File: config.mk
export PLATFORM = sky130hd
export DESIGN_NAME = split_bus_seq
export DESIGN_NICKNAME = d
export VERILOG_FILES = /design/src/rtl/split_bus_pkg.sv /design/src/rtl/split_bus_plan.sv /design/src/rtl/split_bus_wsteer.sv /design/src/rtl/split_bus_rgather.sv /design/src/rtl/split_bus_seq.sv
export SDC_FILE = /design/constraint.sdc
export NUM_CORES = 1
export LEC_CHECK = 0
export BUFFER_PORTS_ARGS = -buffer_cell sky130_fd_sc_hd__buf_2
export CORE_ASPECT_RATIO = 1.5
export CORE_UTILIZATION = 54
export CTS_CLUSTER_DIAMETER = 100
export DETAILED_ROUTE_END_ITERATION = 8
export GPL_ROUTABILITY_DRIVEN = 0
export GPL_TIMING_DRIVEN = 0
export PLACE_DENSITY_LB_ADDON = 0.2
export SYNTH_ARGS = -nofsm -noshare
export SYNTH_HDL_FRONTEND = slang
export SYNTH_SLANG_ARGS = --single-unit
File: constraint.sdc
create_clock -name clk -period 3 [get_ports clk]
set_input_delay 0.6 -clock clk [delete_from_list [all_inputs] [get_ports clk]]
set_output_delay 0.6 -clock clk [all_outputs]
set_load 0.01 [all_outputs]
File: src/rtl/split_bus_pkg.sv
package split_bus_pkg;
   localparam int LANE_W = 8;
   localparam int LANES  = 2;
   localparam int BUS_W  = LANE_W * LANES;

   typedef enum logic [0:0] {
      ST_IDLE = 1'b0,
      ST_RUN  = 1'b1
   } seq_state_t;

   localparam logic [LANES-1:0] EN_LOW  = 2'b01;
   localparam logic [LANES-1:0] EN_HIGH = 2'b10;
   localparam logic [LANES-1:0] EN_BOTH = 2'b11;
endpackage

File: src/rtl/split_bus_plan.sv
module split_bus_plan
   import split_bus_pkg::*;
#(
   parameter int ADDR_W = 24,
   parameter int CNT_W  = 3
)(
   input  logic [ADDR_W-1:0] cur_addr,
   input  logic [CNT_W-1:0]  remain,
   output logic [LANES-1:0]  lane_en,
   output logic [CNT_W-1:0]  step,
   output logic [ADDR_W-1:0] next_addr,
   output logic              last
);
   // odd address: high lane alone; one byte left: low lane alone; else both
   always_comb begin
      if (cur_addr[0])
         lane_en = EN_HIGH;
      else if (remain == CNT_W'(1))
         lane_en = EN_LOW;
      else
         lane_en = EN_BOTH;
   end

   assign step      = (lane_en == EN_BOTH) ? CNT_W'(2) : CNT_W'(1);
   assign next_addr = cur_addr + ADDR_W'(step);
   assign last      = (remain == step);
endmodule

File: src/rtl/split_bus_wsteer.sv
module split_bus_wsteer
   import split_bus_pkg::*;
#(
   parameter int DATA_W = 32,
   parameter int CNT_W  = 3
)(
   input  logic [DATA_W-1:0] wdata,
   input  logic [CNT_W-1:0]  ptr,
   input  logic [LANES-1:0]  lane_en,
   output logic [BUS_W-1:0]  lanes
);
   localparam int MAX_BYTES = DATA_W / LANE_W;

   logic [CNT_W-1:0]  hi_idx;
   logic [LANE_W-1:0] lo_byte;
   logic [LANE_W-1:0] hi_byte;

   // the high lane takes the following byte only when both lanes move
   assign hi_idx = (lane_en == EN_BOTH) ? ptr + CNT_W'(1) : ptr;

   always_comb begin
      lo_byte = '0;
      hi_byte = '0;
      for (int b = 0; b < MAX_BYTES; b++) begin
         if (lane_en[0] && ptr == CNT_W'(b))
            lo_byte = wdata[b*LANE_W +: LANE_W];
         if (lane_en[1] && hi_idx == CNT_W'(b))
            hi_byte = wdata[b*LANE_W +: LANE_W];
      end
   end

   assign lanes = {hi_byte, lo_byte};
endmodule

File: src/rtl/split_bus_rgather.sv
module split_bus_rgather
   import split_bus_pkg::*;
#(
   parameter int DATA_W = 32,
   parameter int CNT_W  = 3
)(
   input  logic              clk,
   input  logic              rst_n,
   input  logic              clear,
   input  logic              capture,
   input  logic [CNT_W-1:0]  ptr,
   input  logic [LANES-1:0]  lane_en,
   input  logic [BUS_W-1:0]  lanes,
   output logic [DATA_W-1:0] acc
);
   localparam int MAX_BYTES = DATA_W / LANE_W;

   logic [CNT_W-1:0] hi_idx;
   assign hi_idx = (lane_en == EN_BOTH) ? ptr + CNT_W'(1) : ptr;

   for (genvar b = 0; b < MAX_BYTES; b++) begin : g_byte
      logic [LANE_W-1:0] q;
      logic take_lo, take_hi;
      assign take_lo = capture && lane_en[0] && (ptr == CNT_W'(b));
      assign take_hi = capture && lane_en[1] && (hi_idx == CNT_W'(b));

      always_ff @(posedge clk or negedge rst_n) begin
         if (!rst_n)
            q <= '0;
         else if (clear)
            q <= '0;
         else if (take_lo)
            q <= lanes[LANE_W-1:0];
         else if (take_hi)
            q <= lanes[BUS_W-1:LANE_W];
      end

      // a byte slot is claimed by at most one lane per cycle
      always_comb begin
         if (rst_n)
            assert (!(take_lo && take_hi)) else $error("AST_ONE_LANE_PER_SLOT");
      end

      assign acc[b*LANE_W +: LANE_W] = q;
   end
endmodule

File: src/rtl/split_bus_seq.sv
module split_bus_seq
   import split_bus_pkg::*;
#(
   parameter int ADDR_W   = 24,
   parameter int DATA_W   = 32,
   parameter int SIZE_W   = 2,
   parameter int BUS_CLKS = 2
)(
   input  logic              clk,
   input  logic              rst_n,
   input  logic              req_valid,
   output logic              req_ready,
   input  logic [ADDR_W-1:0] req_addr,
   input  logic [SIZE_W-1:0] req_size,
   input  logic              req_write,
   input  logic [DATA_W-1:0] req_wdata,
   output logic              done,
   output logic [DATA_W-1:0] rdata,
   output logic              bus_cyc,
   output logic [ADDR_W-1:0] bus_addr,
   output logic              bus_we,
   output logic [LANES-1:0]  bus_be,
   output logic [BUS_W-1:0]  bus_wdata,
   input  logic [BUS_W-1:0]  bus_rdata
);
   localparam int MAX_BYTES = DATA_W / LANE_W;
   localparam int LOG_MAX   = $clog2(MAX_BYTES);
   localparam int CNT_W     = $clog2(MAX_BYTES + 1);
   localparam int PH_W      = (BUS_CLKS > 1) ? $clog2(BUS_CLKS) : 1;
   localparam logic [PH_W-1:0] PH_LAST = PH_W'(BUS_CLKS - 1);

   // elaboration-time parameter checks
   if (DATA_W < BUS_W || (DATA_W % LANE_W) != 0 || (1 << LOG_MAX) != MAX_BYTES) begin : g_bad_data
      $error("split_bus_seq: DATA_W must be a power-of-two multiple of the bus width");
   end
   if (ADDR_W < 2) begin : g_bad_addr
      $error("split_bus_seq: ADDR_W too small");
   end
   if ((1 << SIZE_W) < LOG_MAX + 1) begin : g_bad_size
      $error("split_bus_seq: SIZE_W cannot encode every size");
   end
   if (BUS_CLKS < 1) begin : g_bad_clks
      $error("split_bus_seq: BUS_CLKS must be at least 1");
   end

   seq_state_t        state;
   logic [ADDR_W-1:0] cur_addr;
   logic [CNT_W-1:0]  remain;
   logic [CNT_W-1:0]  ptr;
   logic              is_wr;
   logic [DATA_W-1:0] wdata_q;
   logic [PH_W-1:0]   phase;
   logic              done_q;

   logic [CNT_W-1:0]  req_bytes;
   logic [LANES-1:0]  lane_en;
   logic [CNT_W-1:0]  step;
   logic [ADDR_W-1:0] next_addr;
   logic              last;
   logic [BUS_W-1:0]  steer_lanes;
   logic              accept;
   logic              running;
   logic              bus_end;

   // size code s selects 2**s bytes; codes past the widest clamp to it
   always_comb begin
      req_bytes = CNT_W'(MAX_BYTES);
      for (int s = 0; s <= LOG_MAX; s++)
         if (req_size == SIZE_W'(s))
            req_bytes = CNT_W'(1 << s);
   end

   assign running   = (state == ST_RUN);
   assign req_ready = (state == ST_IDLE);
   assign accept    = req_valid && req_ready;
   assign bus_end   = running && (phase == PH_LAST);

   split_bus_plan #(
      .ADDR_W (ADDR_W),
      .CNT_W  (CNT_W)
   ) u_plan (
      .cur_addr  (cur_addr),
      .remain    (remain),
      .lane_en   (lane_en),
      .step      (step),
      .next_addr (next_addr),
      .last      (last)
   );

   split_bus_wsteer #(
      .DATA_W (DATA_W),
      .CNT_W  (CNT_W)
   ) u_wsteer (
      .wdata   (wdata_q),
      .ptr     (ptr),
      .lane_en (lane_en),
      .lanes   (steer_lanes)
   );

   split_bus_rgather #(
      .DATA_W (DATA_W),
      .CNT_W  (CNT_W)
   ) u_rgather (
      .clk     (clk),
      .rst_n   (rst_n),
      .clear   (accept),
      .capture (bus_end && !is_wr),
      .ptr     (ptr),
      .lane_en (lane_en),
      .lanes   (bus_rdata),
      .acc     (rdata)
   );

   always_ff @(posedge clk or negedge rst_n) begin
      if (!rst_n) begin
         state    <= ST_IDLE;
         cur_addr <= '0;
         remain   <= '0;
         ptr      <= '0;
         is_wr    <= 1'b0;
         wdata_q  <= '0;
         phase    <= '0;
         done_q   <= 1'b0;
      end else begin
         done_q <= 1'b0;
         if (accept) begin
            state    <= ST_RUN;
            cur_addr <= req_addr;
            remain   <= req_bytes;
            ptr      <= '0;
            is_wr    <= req_write;
            wdata_q  <= req_wdata;
            phase    <= '0;
         end else if (running) begin
            if (bus_end) begin
               phase    <= '0;
               cur_addr <= next_addr;
               remain   <= remain - step;
               ptr      <= ptr + step;
               if (last) begin
                  state  <= ST_IDLE;
                  done_q <= 1'b1;
               end
            end else begin
               phase <= phase + PH_W'(1);
            end
         end
      end
   end

   assign done      = done_q;
   assign bus_cyc   = running;
   assign bus_addr  = cur_addr;
   assign bus_we    = running && is_wr;
   assign bus_be    = running ? lane_en : '0;
   assign bus_wdata = (running && is_wr) ? steer_lanes : '0;

   // ---------------- assertions ----------------
   if (BUS_CLKS > 1) begin : g_hold_chk
      AST_CYCLE_HOLD: assert property (@(posedge clk) disable iff (!rst_n)
         (bus_cyc && phase != PH_LAST) |=> (bus_cyc && $stable(bus_addr) && $stable(bus_be) && $stable(bus_we)));
   end

   AST_ODD_HIGH_ONLY: assert property (@(posedge clk) disable iff (!rst_n)
      (bus_cyc && bus_addr[0]) |-> (bus_be == EN_HIGH));

   AST_DONE_PULSE: assert property (@(posedge clk) disable iff (!rst_n)
      done |=> !done);

   AST_DONE_NO_CYCLE: assert property (@(posedge clk) disable iff (!rst_n)
      done |-> !bus_cyc);

   AST_READY_IDLE: assert property (@(posedge clk) disable iff (!rst_n)
      req_ready |-> (!bus_cyc && bus_be == '0));

   AST_DIR_HELD: assert property (@(posedge clk) disable iff (!rst_n)
      (bus_cyc && $past(bus_cyc) && !$past(req_ready)) |-> $stable(bus_we));
endmodule

==> impl_results.md, run 1 <==
- Status: completed
- RSZ-0062 raised after global routing: false
- # setup viols final: 0
- CP max stage delay: 550 ps
- Crit path top cell by count: buf_12
- Num CTS Buffers: 9
- Cell-internal power: 4.63 mW
- Async set or reset register ratio after synthesis: 1.00
- Final #Nets: 894
- Sequential share of the synthesized area: 0.419
- CTS Sinks: 98
- Clock buffer depth: 2
- EDFF count, synth: 0
- Largest net degree at the start of global routing: 73
- Netlist cell types: 71
- Crit Path Category: flip-flop to primary output
- FILL cells: 852
- Slew @ Worst Pin: 921 ps
- Gr ovfl total: 0
- Area delta synth->final: 24.1%
- Family with the most delay on the worst path: buffers and inverters
- Post-Synthesis Cells: 637
- HP Class: input pin to async pin
- DRT iter0 DRCs: 328
- DR WL/cell: 18.9 um
- Bufs and invs on worst path: 4
- CTS tree: done
- Die width: 87.0 um
- Full die area: 11300 sq um
- P_leak: 3.43 nW
- Layout cell share with drive strength beyond 1: 0.284
- CTS root buffer: clkbuf_16
- Num rows: 46
- Post-Syn Nets: 725
- Worst slew margin: 0.384
- Gate power share: 0.563
- Via density: 6.02
- Max H-tree Level: 3
- Router iterations before antenna repair: 6
- Maximum clock rate: 0.343 GHz
- Critical Path RT: 2400 ps
- Mean post-synth cell area: 9.18 sq um
- Clk pwr share: 0.129
- Worst setup SP type: flip-flop
- Pwr dens: 1160 nW/um^2
- Synthesized flop and latch total: 98
- Global-route wire length before repair: 28.3 mm
- Setup tns final: 0 ps
- Predominant post-synthesis flop cell: dfrtp_1
- Clock skew: 11.4 ps
- CP endpoint kind: primary output
- Antenna cell count: 0
- Fin crit share: 0.972
- Routed Antenna Nets: 0
- Sequential Power Share: 0.308
- DP Wirelength: 13.0 mm
- Critical Path, Cell by Cell: buf_6 > or4bb_4 > o211ai_4 > buf_12 > buf_12 > mux2i_1 > o22ai_2 > buf_2
- Final hold viol count: 0
- Cell Area, Synth: 5850 sq um
- Via count: 5753
- Worst-path clk slew: 70 ps
- Yosys Warn Count: 0
- Maxcap violations: 0
- Final wirelength: 18.1 mm
- Core Region: 10500 sq um
- Initial antenna violation count: 0
- Clk_lat worst skew: 350 ps
- Psw: 3.81 mW
- Number of global-route vias before repair: 5681
- Die H: 129 um
- Sw Ratio: 0.451
- Overall Power: 8.44 mW
- Ports: 156
- All-Layer GR Usage: 0.329
- WP data arrival: 2320 ps
- CP Max Fanout: 10
- Initial core utilization: 0.555
- VDD IR max: 0.000640 V
- Slew Limit Fails: 0
- Crit-path slowest cell: or4bb_4
- Min Tclk post-route: 2920 ps
- IO Port Bufs: 155
- Residual DRC: 0
==> power groups by stage <==
stage / registers (mW) / clock network [mW] / logic (mW)
2_1_floorplan: 2.54 / 0 / 2.91
3_3_place_gp: 2.55 / 0 / 4.14
3_5_place_dp: 2.57 / 0 / 4.30
4_1_cts: 2.56 / 1.09 / 4.60
5_1_grt: 2.67 / 1.15 / 5.11
6_report: 2.60 / 1.09 / 4.75
==> cell usage after synthesis, types with 3 or more instances <==
library cell / n / area [sq um]
nand2_1: 169 / 634
dfrtp_1: 98 / 2450
mux2i_1: 56 / 561
nand3_1: 30 / 150
clkbuf_1: 24 / 90.1
a21oi_1: 21 / 105
o21ai_0: 21 / 105
o211ai_1: 16 / 120
inv_1: 15 / 56.3
nor2_1: 14 / 52.6
a221o_1: 10 / 100
nand2b_1: 10 / 62.6
ha_1: 9 / 113
o22ai_1: 9 / 56.3
o311ai_0: 9 / 78.8
o311ai_1: 9 / 78.8
mux2_4: 8 / 120
o21bai_1: 8 / 60.1
nand4_1: 7 / 43.8
buf_6: 6 / 67.6
buf_1: 5 / 18.8
nor3_1: 5 / 25.0
a31oi_1: 4 / 25.0
buf_2: 4 / 20.0
buf_4: 4 / 30.0
nor2b_1: 4 / 25.0
a22oi_1: 3 / 22.5
and4_1: 3 / 26.3
nor3b_1: 3 / 22.5
==> metal layers <==
metal  global-route usage  vias up  part of all wire
li1                     -     2617                 -
met1                0.392     2738              0.39
met2                0.548      320              0.49
met3               0.0637       78             0.070
met4                0.191        0             0.050
met5                    0        -                 0
==> registers in the layout, summed over array words and instances, names as in the netlist <==
| signal | cells |
|---|---|
| bus_addr | 24 |
| bus_cyc | 1 |
| wdata_q | 32 |
| remain | 3 |
| u_rgather.g_byte.q | 32 |
| phase | 1 |
| done | 1 |
| ptr | 3 |
| is_wr | 1 |
==> through the flow <==
stage	cell area (sq um)	setup WS (ps)	hold WS (ps)	util	std cells
detailed placement	6840	26.9	485	0.649	937
global route	7260	3.82	193	0.689	955
CTS	7220	6.46	176	0.685	954
floorplan	5850	454	304	-	637
finish	7260	83.0	166	0.689	955
global placement	6810	88.3	475	0.646	936
==> timing repair <==
action                                  4_1_cts  5_1_grt
pin swaps                                     0        2
hold buffers                                  0        0
buffers inserted                              2        2
endpoints found under the setup margin       16       17
resized for setup                            14       13
==> layout make-up <==
cell class,count,area [sq um],share of cell area
Buffer,45,279,0.0384
Clock buffer,11,233,0.0320
Clock inverter,5,38.8,0.00534
Inverter,15,56.3,0.00775
Multi-Input combinational cell,477,3170,0.437
Sequential cell,98,2450,0.338
Tap cell,144,180,0.0248
Timing Repair Buffer,160,848,0.117
==> logic make-up after synthesis <==
kind of cell             share of synthesized area
flip-flops                                   0.419
AND/OR/NAND/NOR                              0.220
multiplexers                                 0.118
XOR/XNOR                                   0.00150
adder cells (fa/ha/maj)                     0.0227
buffers and inverters                       0.0573
AO/OA/AOI/OAI                                0.161
==> placed cells by master (no fill, tap or decap), drive strengths merged, types with 4 or more instances in the layout <==
cell type  Yosys  routed
buf           21     181
o21bai         8       8
inv           15      16
o311ai        18      18
nor2b          4       4
a31oi          5       5
or2            4       4
nand2        170     170
ha             9       9
nor2          14      14
nor3           5       5
clkbuf        24      33
mux2i         56      56
nand4          8       8
nor3b          4       4
o211ai        17      17
a21oi         22      22
nand3         30      30
mux2           9       9
dfrtp         98      98
a221o         10      10
o21ai         22      22
o22ai          9       9
nand2b        10      10
==> path summary, 6_finish.rpt <==
kind                       depth (start not counted)                        to                     start  slack [ps]
max                                                8             bus_wdata[15]                 remain[1]          80
min reg2reg                                        1  u_rgather.g_byte[0].q[3]  u_rgather.g_byte[0].q[3]         510
min                                                1               wdata_q[11]                     rst_n         170
max in group asynchronous                          2               wdata_q[26]                     rst_n        2120
max reg2reg                                        8  u_rgather.g_byte[1].q[6]               bus_addr[0]         330
min in group clk                                   3               wdata_q[19]             req_wdata[19]         440
Note: power is estimated with default switching activity, not from simulation.
==> run 2, diff against run 1 <==
--- a/config.mk
+++ b/config.mk
@@ -7,7 +7,8 @@
 export LEC_CHECK = 0
 export BUFFER_PORTS_ARGS = -buffer_cell sky130_fd_sc_hd__buf_2
 export CORE_ASPECT_RATIO = 1.5
-export CORE_UTILIZATION = 54
+export CORE_UTILIZATION = 55
+export CTS_BUF_LIST = sky130_fd_sc_hd__clkbuf_2 sky130_fd_sc_hd__clkbuf_4 sky130_fd_sc_hd__clkbuf_8
 export CTS_CLUSTER_DIAMETER = 100
 export DETAILED_ROUTE_END_ITERATION = 8
 export GPL_ROUTABILITY_DRIVEN = 0
==> run 2 against run 1 <==
Effect of this change:
- via count decreased by 1.2%
- sequential share of layout area grew 0.18 points
- first-iteration DRC count rose by 23%
- global-route usage up 0.48 points
- critical path depth did not move
- maximum frequency is 1.6% lower
- critical path type unchanged
- critical endpoint is now bus_wdata[8]
- largest power group unchanged
==> impl_results.md, run 2 (synthesized netlist as in run 1, its figures left out) <==
- Status: completed
- Core Region: 10200 sq um
- Layout cell share with drive strength beyond 1: 0.288
- Clock buffer depth: 2
- CP max stage delay: 530 ps
- Via density: 5.96
- Residual DRC: 0
- Full die area: 11100 sq um
- CTS Sinks: 98
- Pre-CTS setup slack: 72.3 ps
- Global-route wire length before repair: 28.6 mm
- All-Layer GR Usage: 0.333
- WP data arrival: 2360 ps
- Pwr dens: 1160 nW/um^2
- Final #Nets: 896
- Via count: 5682
- Critical Path, Cell by Cell: buf_6 > or4bb_4 > o211ai_4 > buf_12 > buf_12 > mux2i_2 > o22ai_2 > buf_2
- Initial core utilization: 0.571
- Bufs and invs on worst path: 4
- Worst-path clk slew: 90 ps
- Min Tclk post-route: 2960 ps
- Number of global-route vias before repair: 5645
- DP Wirelength: 13.1 mm
- Maximum clock rate: 0.337 GHz
- Num CTS Buffers: 9
- Final wirelength: 17.9 mm
- # setup viols final: 0
- Gr ovfl total: 0
- Crit path top cell by count: buf_12
- Overall Power: 8.37 mW
- Placed Area: 6820 sq um
- RSZ-0062 raised after global routing: true
- Slew Limit Fails: 0
- IO Port Bufs: 155
- Worst setup SP type: flip-flop
- Crit Path Category: flip-flop to primary output
- Crit-path slowest cell: or4bb_4
- Area delta synth->final: 23.6%
- Final hold viol count: 0
- DRT iter0 DRCs: 405
- Critical Path RT: 2400 ps
- Die width: 86.2 um
- DR WL/cell: 18.8 um
- Commonest non-fill, non-tap cell in the layout: nand2_1
- Initial antenna violation count: 0
- Clk_lat worst skew: 380 ps
- P_leak: 3.41 nW
- Final worst setup slack: 35.5 ps
- Layout Cell Area excl Fill: 7230 sq um
- CTS tree: done
- Router iterations before antenna repair: 5
- Antenna cell count: 0
- Hold_buf cts: 0
- Family with the most delay on the worst path: buffers and inverters
- HP Class: input pin to async pin
- VDD IR max: 0.000587 V
- Max H-tree Level: 3
- Final Util: 0.705
- Ports: 156
- CP Max Fanout: 9
- Slew @ Worst Pin: 960 ps
- CP endpoint kind: primary output
- Die H: 128 um
- Fin crit share: 0.988
- Worst slew margin: 0.359
- Maxcap violations: 0
- Routed Antenna Nets: 0
- CTS root buffer: clkbuf_8
- Commonest non-fill, non-tap cells in the layout: nand2_1, buf_2, dfrtp_1, mux2i_1, nand3_1
- Largest net degree at the start of global routing: 58
- Clock skew: 10.8 ps
- Num rows: 45
## run 2: worst paths after layout
| check | from | endpoint | slack [ps] | cells past startpoint |
|---|---|---|---|---|
| max reg2reg | remain[1] | bus_addr[15] | 390 | 9 |
| max in group asynchronous | rst_n | u_rgather.g_byte[0].q[6] | 2030 | 2 |
| min reg2reg | wdata_q[22] | wdata_q[22] | 520 | 2 |
| min in group clk | req_wdata[28] | wdata_q[28] | 390 | 3 |
| max | remain[1] | bus_wdata[8] | 40 | 8 |
| min | rst_n | wdata_q[19] | 280 | 1 |
## run 2: where the power goes
part	internal [mW]	total (mW)	switching (mW)	leakage, nW
Clock	0.415	0.894	0.479	0.0992
Combinational	2.22	4.87	2.64	2.09
Sequential	1.94	2.61	0.663	1.22
## run 2: area by class of cell
class / instances / area [sq um]
multi-input combinational: 477 / 3190
tap: 141 / 176
timing repair buffer: 162 / 873
fill: 841 / 3020
clock buffer: 11 / 145
inverter: 15 / 56.3
sequential: 98 / 2460
buffer: 45 / 279
clock inverter: 4 / 51.3
## run 2: repair_timing
| action | in CTS | in global routing |
|---|---|---|
| buffers inserted | 3 | 2 |
| hold endpoints to repair | 0 | 0 |
| resized for setup | 14 | 17 |
| gates cloned | 0 | 1 |
| endpoints found under the setup margin | 16 | 17 |
| pin swaps | 1 | 4 |
## run 2: layer usage
layer / up-vias / global-route usage / share of wire / routed length [um]
li1: 2618 / - / - / -
met4: 0 / 0.152 / 0.035 / 620
met5: - / 0 / 0 / 0
met1: 2712 / 0.398 / 0.38 / 6790
met2: 299 / 0.585 / 0.51 / 9220
met3: 53 / 0.0541 / 0.073 / 1320
## run 2: through the flow
stage | TNS [ps] | cells | hold WS (ps)
detailed placement | 0 | 934 | 487
floorplan | 0 | 637 | 304
finish | 0 | 953 | 280
global placement | 0 | 933 | 474
global route | -21.9 | 953 | 325
CTS | 0 | 951 | 309
